--- config.mk ---
export PLATFORM = sky130hd
export DESIGN_NAME = precise_trap_unit
export DESIGN_NICKNAME = d
export VERILOG_FILES = /design/src/rtl/ptrk_pkg.sv /design/src/rtl/ptrk_ctrl.sv /design/src/rtl/ptrk_datapath.sv /design/src/rtl/precise_trap_unit.sv
export SDC_FILE = /design/constraint.sdc
export NUM_CORES = 1
export LEC_CHECK = 0
export ABC_CLOCK_PERIOD_IN_PS = 3450
export BUFFER_PORTS_ARGS = -buffer_cell sky130_fd_sc_hd__buf_2
export CORE_MARGIN = 2
export CORE_UTILIZATION = 55
export DETAILED_ROUTE_END_ITERATION = 8
export GPL_TIMING_DRIVEN = 0
export HOLD_SLACK_MARGIN = 0.05
export PLACE_DENSITY = 0.87
export SYNTH_ARGS = -nofsm -noshare
export SYNTH_HDL_FRONTEND = slang
export SYNTH_HIERARCHICAL = 1
export SYNTH_SLANG_ARGS = --single-unit
export TNS_END_PERCENT = 100
--- constraint.sdc ---
create_clock -name clk -period 3.45 [get_ports clk]
set_input_delay 0.69 -clock clk [delete_from_list [all_inputs] [get_ports clk]]
set_output_delay 0.69 -clock clk [all_outputs]
set_load 0.05 [all_outputs]
--- src/rtl/ptrk_pkg.sv ---
package ptrk_pkg;

  localparam int STAGE_N = 4;
  localparam int CAUSE_W = 3;

  typedef enum logic [CAUSE_W-1:0] {
    CAUSE_NONE   = 3'd0,
    CAUSE_FETCH  = 3'd1,
    CAUSE_DECODE = 3'd2,
    CAUSE_EXEC   = 3'd3,
    CAUSE_MEMORY = 3'd4,
    CAUSE_IRQ    = 3'd5
  } cause_e;

  typedef struct packed {
    logic takeExc;
    logic takeIrq;
    logic doReturn;
    logic flushYoung;
  } ctrl_strobe_t;

  // Lowest set bit (earliest stage) decides the code.
  function automatic cause_e firstCause(input logic [STAGE_N-1:0] vec);
    cause_e c;
    c = CAUSE_NONE;
    for (int i = STAGE_N - 1; i >= 0; i--) begin
      if (vec[i]) c = cause_e'(CAUSE_W'(i + 1));
    end
    return c;
  endfunction

endpackage

--- src/rtl/ptrk_ctrl.sv ---
module ptrk_ctrl
  import ptrk_pkg::*;
(
  input  logic               clk,
  input  logic               rstN,
  input  logic               memCheckValid,
  input  logic [STAGE_N-1:0] memCheckVec,
  input  logic               irqReq,
  input  logic               trapReturn,
  output ctrl_strobe_t       strobe,
  output logic               trapActive
);

  logic excNow;
  logic irqNow;
  logic retNow;

  always_comb begin
    excNow = memCheckValid && (|memCheckVec);
    irqNow = irqReq && !trapActive && !excNow;
    retNow = trapReturn && !excNow && !irqNow;
    strobe.takeExc    = excNow;
    strobe.takeIrq    = irqNow;
    strobe.doReturn   = retNow;
    strobe.flushYoung = excNow || irqNow || retNow;
  end

  always_ff @(posedge clk) begin
    if (!rstN) begin
      trapActive <= 1'b0;
    end else if (excNow || irqNow) begin
      trapActive <= 1'b1;
    end else if (retNow) begin
      trapActive <= 1'b0;
    end
  end

endmodule

--- src/rtl/ptrk_datapath.sv ---
module ptrk_datapath
  import ptrk_pkg::*;
#(
  parameter int          PC_W     = 32,
  parameter logic [31:0] RESET_PC = 32'h0000_0100,
  parameter logic [31:0] TRAP_PC  = 32'h0000_0080,
  parameter int          PC_STEP  = 4
) (
  input  logic               clk,
  input  logic               rstN,
  input  logic               ifFault,
  input  logic               idFault,
  input  logic               exFault,
  input  logic               memFault,
  input  ctrl_strobe_t       strobe,
  output logic               memCheckValid,
  output logic [STAGE_N-1:0] memCheckVec,
  output logic [PC_W-1:0]    fetchPc,
  output logic               memStoreEn,
  output logic               retireValid,
  output logic [PC_W-1:0]    retirePc,
  output logic [PC_W-1:0]    savedPc,
  output logic [CAUSE_W-1:0] savedCause
);

  localparam int MEM_SLOT = STAGE_N - 2;
  localparam int WB_SLOT  = STAGE_N - 1;
  localparam logic [PC_W-1:0] STEP_V = PC_W'(PC_STEP);

  // slot 0: fetch/decode, 1: decode/exec, 2: exec/mem, 3: mem/writeback
  logic               slotValid [STAGE_N];
  logic [PC_W-1:0]    slotPc    [STAGE_N];
  logic [STAGE_N-1:0] slotStat  [STAGE_N];

  logic               srcValid  [STAGE_N];
  logic [PC_W-1:0]    srcPc     [STAGE_N];
  logic [STAGE_N-1:0] srcStat   [STAGE_N];
  logic [STAGE_N-1:0] nextStat  [STAGE_N];
  logic               killSlot  [STAGE_N];

  logic [STAGE_N-1:0] stageFault;
  assign stageFault = {memFault, exFault, idFault, ifFault};

  for (genvar g = 0; g < STAGE_N; g++) begin : gSlot
    if (g == 0) begin : gHead
      assign srcValid[g] = 1'b1;
      assign srcPc[g]    = fetchPc;
      assign srcStat[g]  = '0;
    end else begin : gBody
      assign srcValid[g] = slotValid[g-1];
      assign srcPc[g]    = slotPc[g-1];
      assign srcStat[g]  = slotStat[g-1];
    end

    assign nextStat[g] = srcStat[g] |
      ((srcValid[g] && stageFault[g]) ? STAGE_N'(1) << g : '0);

    if (g == WB_SLOT) begin : gWbKill
      assign killSlot[g] = strobe.takeExc;
    end else begin : gYoungKill
      assign killSlot[g] = strobe.flushYoung;
    end

    always_ff @(posedge clk) begin
      if (!rstN) begin
        slotValid[g] <= 1'b0;
        slotPc[g]    <= '0;
        slotStat[g]  <= '0;
      end else begin
        slotValid[g] <= srcValid[g] && !killSlot[g];
        slotPc[g]    <= srcPc[g];
        slotStat[g]  <= nextStat[g];
      end
    end
  end

  assign memCheckValid = slotValid[MEM_SLOT];
  assign memCheckVec   = nextStat[WB_SLOT];
  assign memStoreEn    = slotValid[MEM_SLOT] && !(|memCheckVec);
  assign retireValid   = slotValid[WB_SLOT];
  assign retirePc      = slotPc[WB_SLOT];

  // Oldest instruction that will not complete when an interrupt is taken.
  logic [PC_W-1:0] irqPc;
  always_comb begin
    if (slotValid[1])      irqPc = slotPc[1];
    else if (slotValid[0]) irqPc = slotPc[0];
    else                   irqPc = fetchPc;
  end

  always_ff @(posedge clk) begin
    if (!rstN) begin
      fetchPc    <= RESET_PC[PC_W-1:0];
      savedPc    <= '0;
      savedCause <= CAUSE_NONE;
    end else begin
      if (strobe.takeExc || strobe.takeIrq) fetchPc <= TRAP_PC[PC_W-1:0];
      else if (strobe.doReturn)             fetchPc <= savedPc;
      else                                  fetchPc <= fetchPc + STEP_V;

      if (strobe.takeExc) begin
        savedPc    <= slotPc[MEM_SLOT];
        savedCause <= firstCause(memCheckVec);
      end else if (strobe.takeIrq) begin
        savedPc    <= irqPc;
        savedCause <= CAUSE_IRQ;
      end
    end
  end

endmodule

--- src/rtl/precise_trap_unit.sv ---
module precise_trap_unit
  import ptrk_pkg::*;
#(
  parameter int          PC_W     = 32,
  parameter logic [31:0] RESET_PC = 32'h0000_0100,
  parameter logic [31:0] TRAP_PC  = 32'h0000_0080,
  parameter int          PC_STEP  = 4
) (
  input  logic            clk,
  input  logic            rstN,
  input  logic            ifFault,
  input  logic            idFault,
  input  logic            exFault,
  input  logic            memFault,
  input  logic            irqReq,
  input  logic            trapReturn,
  output logic [PC_W-1:0] fetchPc,
  output logic            memStoreEn,
  output logic            retireValid,
  output logic [PC_W-1:0] retirePc,
  output logic            trapTaken,
  output logic            trapActive,
  output logic [PC_W-1:0] savedPc,
  output logic [2:0]      savedCause
);

  ctrl_strobe_t       strobe;
  logic               memCheckValid;
  logic [STAGE_N-1:0] memCheckVec;

  ptrk_ctrl ctrl_i (
    .clk          (clk),
    .rstN         (rstN),
    .memCheckValid(memCheckValid),
    .memCheckVec  (memCheckVec),
    .irqReq       (irqReq),
    .trapReturn   (trapReturn),
    .strobe       (strobe),
    .trapActive   (trapActive)
  );

  ptrk_datapath #(
    .PC_W    (PC_W),
    .RESET_PC(RESET_PC),
    .TRAP_PC (TRAP_PC),
    .PC_STEP (PC_STEP)
  ) dp_i (
    .clk          (clk),
    .rstN         (rstN),
    .ifFault      (ifFault),
    .idFault      (idFault),
    .exFault      (exFault),
    .memFault     (memFault),
    .strobe       (strobe),
    .memCheckValid(memCheckValid),
    .memCheckVec  (memCheckVec),
    .fetchPc      (fetchPc),
    .memStoreEn   (memStoreEn),
    .retireValid  (retireValid),
    .retirePc     (retirePc),
    .savedPc      (savedPc),
    .savedCause   (savedCause)
  );

  assign trapTaken = strobe.takeExc || strobe.takeIrq;

endmodule

==> impl_metrics.env, run 1 <==
export IMPL_die_w_microns=121.8
export IMPL_postCtsSetupBuffers=0
export IMPL_fin_crit_ns=2.918
export IMPL_viasPerCell=5.480
export IMPL_synth_area_sq_um=7631
export IMPL_clockRootBuffer="clkbuf_16"
export IMPL_nFillCells=1046
export IMPL_syn_nets=776
export IMPL_worstPathMaxFanout=10
export IMPL_grt_max_degree=15
export IMPL_chipHeight_microns=121.8
export IMPL_dp_hpwl_microns=12890
export IMPL_finalSetupViolations=0
export IMPL_gp_congestion=0.8309
export IMPL_maxCapViolations=0
export IMPL_dieArea_sq_um=14830
export IMPL_drt_iter0_drc=510
export IMPL_antenna_found_initial=0
export IMPL_clock_skew_ns=0.008865
export IMPL_cts_tree="yes"
export IMPL_status="finished, final reports clean"
export IMPL_cts_made_buffers=21
export IMPL_irDropWorstVdd_uv=291.7
export IMPL_relSlewSlack=0.3698
export IMPL_synth_edf_count=0
export IMPL_tightest_slew_ns=0.9454
export IMPL_cts_sinks=206
export IMPL_hp_class="input pin to register"
export IMPL_crit_path_end_kind="register"
export IMPL_grt_use_total=0.2529
export IMPL_worst_setup_path_start_kind="register"
export IMPL_path_class="register to register"
export IMPL_setup_ws_ns=0.5321
export IMPL_yosysSeqAreaShare=0.5404
export IMPL_pre_cts_ws_ns=0.1584
export IMPL_layout_common_cells="206 x dfxtp_1, 137 x and2_1, 117 x buf_2"
export IMPL_post_drt_wl_per_cell_microns=17.58
export IMPL_yosysUniqueCellTypes=44
export IMPL_critPathRequiredTime_ns=3.78
export IMPL_p_leak_uw=0.003850
export IMPL_drive_gt1_frac=0.1862
export IMPL_vias=5990
export IMPL_dpl_cell_count=1057
export IMPL_grt_pass1_vias=5714
export IMPL_insertion_delay_ns=0.49
export IMPL_critPathBufInv=4
export IMPL_path_cells="and2_1, buf_4, o41a_1, nor2b_1, buf_4, buf_2, buf_1, mux2i_1, a21oi_1"
export IMPL_syn_avg_cell_area_sq_um=9.949
export IMPL_grt_overflow=0
export IMPL_htreeDepth=1
export IMPL_portBuffers=110
export IMPL_ant_nets=0
export IMPL_clk_pin_slew_ns=0.06
export IMPL_maxSlewViolCount=0
export IMPL_yosysWarnings=6
export IMPL_utilization=0.6621
export IMPL_cpMostUsedCell="buf_4"
export IMPL_ios=111
export IMPL_cts_max_path_buffers=3
export IMPL_fin_tns_setup_ns=0
export IMPL_cts_hold_buf=0
export IMPL_antenna_cells=0
export IMPL_area_growth_pct=19.04
export IMPL_drcViolationCount=0
export IMPL_hold_viol_final=0
export IMPL_fin_cells=1093
export IMPL_rsz0062_at_grt="false"
export IMPL_cts_resized_gates=0
export IMPL_start_util=0.5562
export IMPL_firstDrtPassIters=5
export IMPL_finalCritPeriodShare=0.8458
export IMPL_drt_wl_total_microns=19210
export IMPL_synthArstFlopShare=0
export IMPL_row_count=43
export IMPL_nets=909
export IMPL_synth_seq_cells=206
export IMPL_fp_coreArea_sq_um=13720
export IMPL_synth_main_ff_cell="dfxtp_1"
export IMPL_grt_pass1_wl_microns=29680
export IMPL_netlist_instances=767
export IMPL_crit_slowest_cell="buf_1"
export IMPL_slowest_delay_ns=0.75
export IMPL_critPathTopFamily="buffers and inverters"
export IMPL_power_density_nw_per_um2=558.3
export IMPL_final_common_cell="dfxtp_1"
export IMPL_arrival_ns=3.25
export IMPL_max_freq_mhz=342.7
stage by stage:
stage	power, uW	hold WS, ns	cell area (sq um)
floorplan	2788	0.4119	7631
global placement	2889	0.4160	8407
detailed placement	2899	0.4298	8407
CTS	5082	0.4235	9084
global route	5195	0.4391	9084
finish	5071	0.4276	9084
state kept, by name, indices dropped and copies added (netlist names), named ones only:
| name | count |
|---|---|
| dp_i/slotPc | 128 |
| dp_i/savedPc | 32 |
| dp_i/slotValid | 4 |
| dp_i/slotStat | 6 |
| ctrl_i/trapActive | 1 |
| dp_i/savedCause | 3 |
| dp_i/fetchPc | 30 |
final timing paths:
| check | from | to | slack, ns | depth (start not counted) |
|---|---|---|---|---|
| setup / recovery | dp_i/slotValid[2]$_DFF_P_ | dp_i/savedPc[28]$_SDFFE_PN0N_ | 0.53 | 9 |
| hold / removal | ifFault | dp_i/slotStat[0][0]$_DFF_P_ | 0.43 | 2 |
| setup reg to reg | dp_i/slotValid[2]$_DFF_P_ | dp_i/savedPc[28]$_SDFFE_PN0N_ | 0.53 | 9 |
| hold reg to reg | dp_i/slotStat[0][0]$_DFF_P_ | dp_i/slotStat[0][4]$_SDFF_PN0_ | 0.44 | 1 |
layout make-up:
class	count	area, sq um	share of cell area
Sequential cell	206	4124	0.4540
Multi-Input combinational cell	499	3217	0.3541
Clock buffer	31	623.1	0.06860
Timing Repair Buffer	110	550.5	0.06061
Buffer	59	279.0	0.03072
Tap cell	180	225.2	0.02479
Clock inverter	5	53.80	0.005923
Inverter	3	11.26	0.001240
per-layer routing:
| layer | global-route usage | share of wire | wire (microns) |
|---|---|---|---|
| met1 | 0.3398 | 0.43 | 8324 |
| met2 | 0.4152 | 0.47 | 9103 |
| met3 | 0.03933 | 0.068 | 1303 |
| met4 | 0.08980 | 0.025 | 481 |
| met5 | 0 | 0 | 0 |
synth_stat cells, types with 2 or more instances:
cell / count / share of area
and3_1: 7 / 0.0057
nor3_1: 3 / 0.0020
nor3b_1: 2 / 0.0020
inv_1: 2 / 0.00098
dfxtp_1: 206 / 0.54
clkbuf_1: 38 / 0.019
mux2i_1: 68 / 0.089
nor2b_1: 7 / 0.0057
a21oi_1: 58 / 0.038
and3b_1: 2 / 0.0023
nand3_1: 10 / 0.0066
xnor2_1: 16 / 0.018
nand2_1: 41 / 0.020
xor2_1: 12 / 0.014
buf_6: 2 / 0.0030
nor2_1: 18 / 0.0089
and4_1: 5 / 0.0057
buf_2: 7 / 0.0046
nand4_1: 7 / 0.0057
and2_1: 137 / 0.11
nor3_2: 2 / 0.0026
o21ai_0: 84 / 0.055
buf_4: 9 / 0.0089
or3_1: 2 / 0.0016
buf_1: 3 / 0.0015
kinds of logic (layout without fill, tap and decap cells):
group,after synthesis,after routing,share of synthesized area
xor gates and xnor gates,28,28,0.03214
adders and majority gates,1,1,0.001639
buffers and inverters,62,208,0.03804
muxes,68,68,0.08919
AOI/OAI and AO/OA,151,151,0.1038
DFF,206,206,0.5404
and+or+nand+nor,251,251,0.1948
power by group:
| part | switching (uW) | internal, uW | leakage (uW) |
|---|---|---|---|
| Clock | 895 | 1320 | 0.000337 |
| Combinational | 264 | 112 | 0.00185 |
| Sequential | 49.7 | 2430 | 0.00167 |
No activity file was read; power rests on OpenSTA's default activity.
==> inputs of run 2 (changes only) <==
ABC_CLOCK_PERIOD_IN_PS = 2500   (was 3450)
CORE_UTILIZATION = 51   (was 55)
PLACE_DENSITY = 0.85   (was 0.87)
clock period = 2.5 ns   (was 3.45 ns; I/O delays follow)
==> run 2 against run 1 <==
Effect of this change:
- setup slack got worse by 0.47 ns
- core utilization fell by 3.5 points
- first-iteration DRC count fell by 2.9%
- global-route usage fell by 1.1 points
- sequential power rose by 38%
- cell area rose by 0.70%
- sequential share of layout area fell by 0.26 points
- clock power rose by 41%
- critical path depth fell by 4
- non-clock buffer count did not move
- critical path type is now register to output port
- via count rose by 1.2%
==> impl_metrics.env, run 2 (same netlist as run 1, synthesis figures left out) <==
export IMPL_status="finished, final reports clean"
export IMPL_nets=909
export IMPL_area_growth_pct=19.87
export IMPL_dpl_cell_count=1061
export IMPL_hold_path_startpoint="ifFault"
export IMPL_max_freq_mhz=410.8
export IMPL_grt_overflow=0
export IMPL_htreeDepth=1
export IMPL_reg2regPathDepth=10
export IMPL_clockRootBuffer="clkbuf_16"
export IMPL_dp_hpwl_microns=12810
export IMPL_power_density_nw_per_um2=773.0
export IMPL_drcViolationCount=0
export IMPL_grt_use_total=0.2416
export IMPL_gp_congestion=0.8406
export IMPL_antenna_found_initial=0
export IMPL_hp_class="input pin to register"
export IMPL_cts_made_buffers=21
export IMPL_final_cell_area_sq_um=9148
export IMPL_placed_cell_area_sq_um=8418
export IMPL_fp_coreArea_sq_um=14590
export IMPL_holdPathEnd="dp_i/slotStat[0][0]$_DFF_P_"
export IMPL_grt_pass1_wl_microns=31080
export IMPL_setup_ws_ns=0.06576
export IMPL_timing_rr_start="dp_i/slotStat[1][0]$_SDFF_PN0_"
export IMPL_reg2reg_slack_ns=0.13
export IMPL_critPathRequiredTime_ns=2.00
export IMPL_finalCritPeriodShare=0.9737
export IMPL_layout_common_cells="204 x dfxtp_1, 136 x and2_1, 119 x buf_2"
export IMPL_chipHeight_microns=126.3
export IMPL_worstPathMaxFanout=5
export IMPL_path_cells="buf_4, o41a_1, buf_4, or2_1, buf_6"
export IMPL_antenna_cells=0
export IMPL_slowest_delay_ns=0.43
export IMPL_start_util=0.5231
export IMPL_viasPerCell=5.530
export IMPL_grt_max_degree=14
export IMPL_p_leak_uw=0.003887
export IMPL_drive_gt1_frac=0.2018
export IMPL_cts_tree="yes"
export IMPL_path_class="register to output port"
export IMPL_clk_pin_slew_ns=0.06
export IMPL_worst_setup_path_start_kind="register"
export IMPL_tightest_slew_ns=0.7156
export IMPL_cts_max_path_buffers=3
export IMPL_nFillCells=1145
export IMPL_post_drt_wl_per_cell_microns=17.87
export IMPL_insertion_delay_ns=0.49
export IMPL_drt_wl_total_microns=19580
export IMPL_top_regs="dp_i/slotPc (128), dp_i/savedPc (32), dp_i/fetchPc (30)"
export IMPL_crit_path_end_kind="output port"
export IMPL_firstDrtPassIters=8
export IMPL_die_w_microns=126.3
export IMPL_pre_cts_ws_ns=-0.5976
export IMPL_hold_viol_final=0
export IMPL_maxCapViolations=0
export IMPL_cpMostUsedCell="buf_4"
export IMPL_finalSetupViolations=0
export IMPL_clock_skew_ns=0.006398
export IMPL_drt_iter0_drc=495
export IMPL_largest_reg_flops=128
export IMPL_row_count=44
export IMPL_holdPathStages=2
export IMPL_dieArea_sq_um=15960
export IMPL_fin_cells=1096
export IMPL_top_register="dp_i/slotPc"
export IMPL_cts_sinks=206
export IMPL_regArea_sq_um=4129
export IMPL_crit_slowest_cell="o41a_1"
export IMPL_vias=6061
export IMPL_portBuffers=110
export IMPL_utilization=0.6270
export IMPL_final_common_cell="dfxtp_1"
export IMPL_relSlewSlack=0.5193
export IMPL_irDropWorstVdd_uv=418.1
export IMPL_ios=111
export IMPL_multi_input_area_sq_um=3233
export IMPL_startpoint="dp_i/slotStat[1][0]$_SDFF_PN0_"
export IMPL_r2r_end="dp_i/fetchPc[27]$_SDFF_PP0_"
export IMPL_rsz0062_at_grt="false"
export IMPL_ant_nets=0
export IMPL_maxSlewViolCount=0
export IMPL_holdWs_ns=0.2238
export IMPL_arrival_ns=1.93
export IMPL_grt_pass1_vias=5997
export IMPL_fin_crit_ns=2.434
## run 2: power breakdown
group	total [uW]	leakage [uW]	internal (uW)	switching [uW]
registers	3420	0.00167	3350	68.5
clock network	3130	0.000334	1900	1230
logic	523	0.00188	156	366
## run 2: per-layer routing
| layer | up-vias | track usage | share of wire | routed length (microns) |
|---|---|---|---|---|
| met5 | - | 0 | 0 | 0 |
| met4 | 0 | 0.06917 | 0.020 | 401 |
| met3 | 35 | 0.04682 | 0.068 | 1333 |
| met2 | 212 | 0.4121 | 0.48 | 9463 |
| met1 | 2965 | 0.3140 | 0.43 | 8383 |
| li1 | 2849 | - | - | - |
## run 2: timing repair
item	CTS	global route
setup endpoints to repair	57	30
cloned	0	0
resized for setup	14	12
pin swaps	1	3
buffers inserted	2	0
hold buffers	0	0
## run 2: critical path, delay by kind of cell, from the launching register on
family,cells,cell delay (ns)
compound gates,1,0.43
buf+inv,3,0.44
flops,1,0.34
simple gates,1,0.23
## run 2: per-stage QoR
stage | TNS [ns] | total power (uW)
after floorplan | 0 | 3848
after global placement | -21.82 | 3992
after detailed placement | -25.68 | 4001
after CTS | 0 | 7081
after global routing | 0 | 7276
final | 0 | 7071
## run 2: how the worst max path moves through the flow
stage	end	slack (ns)
floorplan	dp_i/savedPc[19]$_SDFFE_PN0N_	0.04
detailed placement	dp_i/savedPc[15]$_SDFFE_PN0N_	-0.60
global route	trapTaken	0.01
finish	trapTaken	0.07
global placement	dp_i/savedPc[25]$_SDFFE_PN0N_	-0.52
CTS	dp_i/fetchPc[27]$_SDFF_PP0_	0.01
## run 2: area by class of cell
| type | instances | area share |
|---|---|---|
| Clock inverter | 4 | 0.008344 |
| Clock buffer | 31 | 0.06702 |
| Buffer | 57 | 0.03091 |
| Tap cell | 184 | 0.02517 |
| Multi-Input combinational cell | 499 | 0.3534 |
| Timing Repair Buffer | 112 | 0.06251 |
| Inverter | 3 | 0.001231 |
| Sequential cell | 206 | 0.4514 |
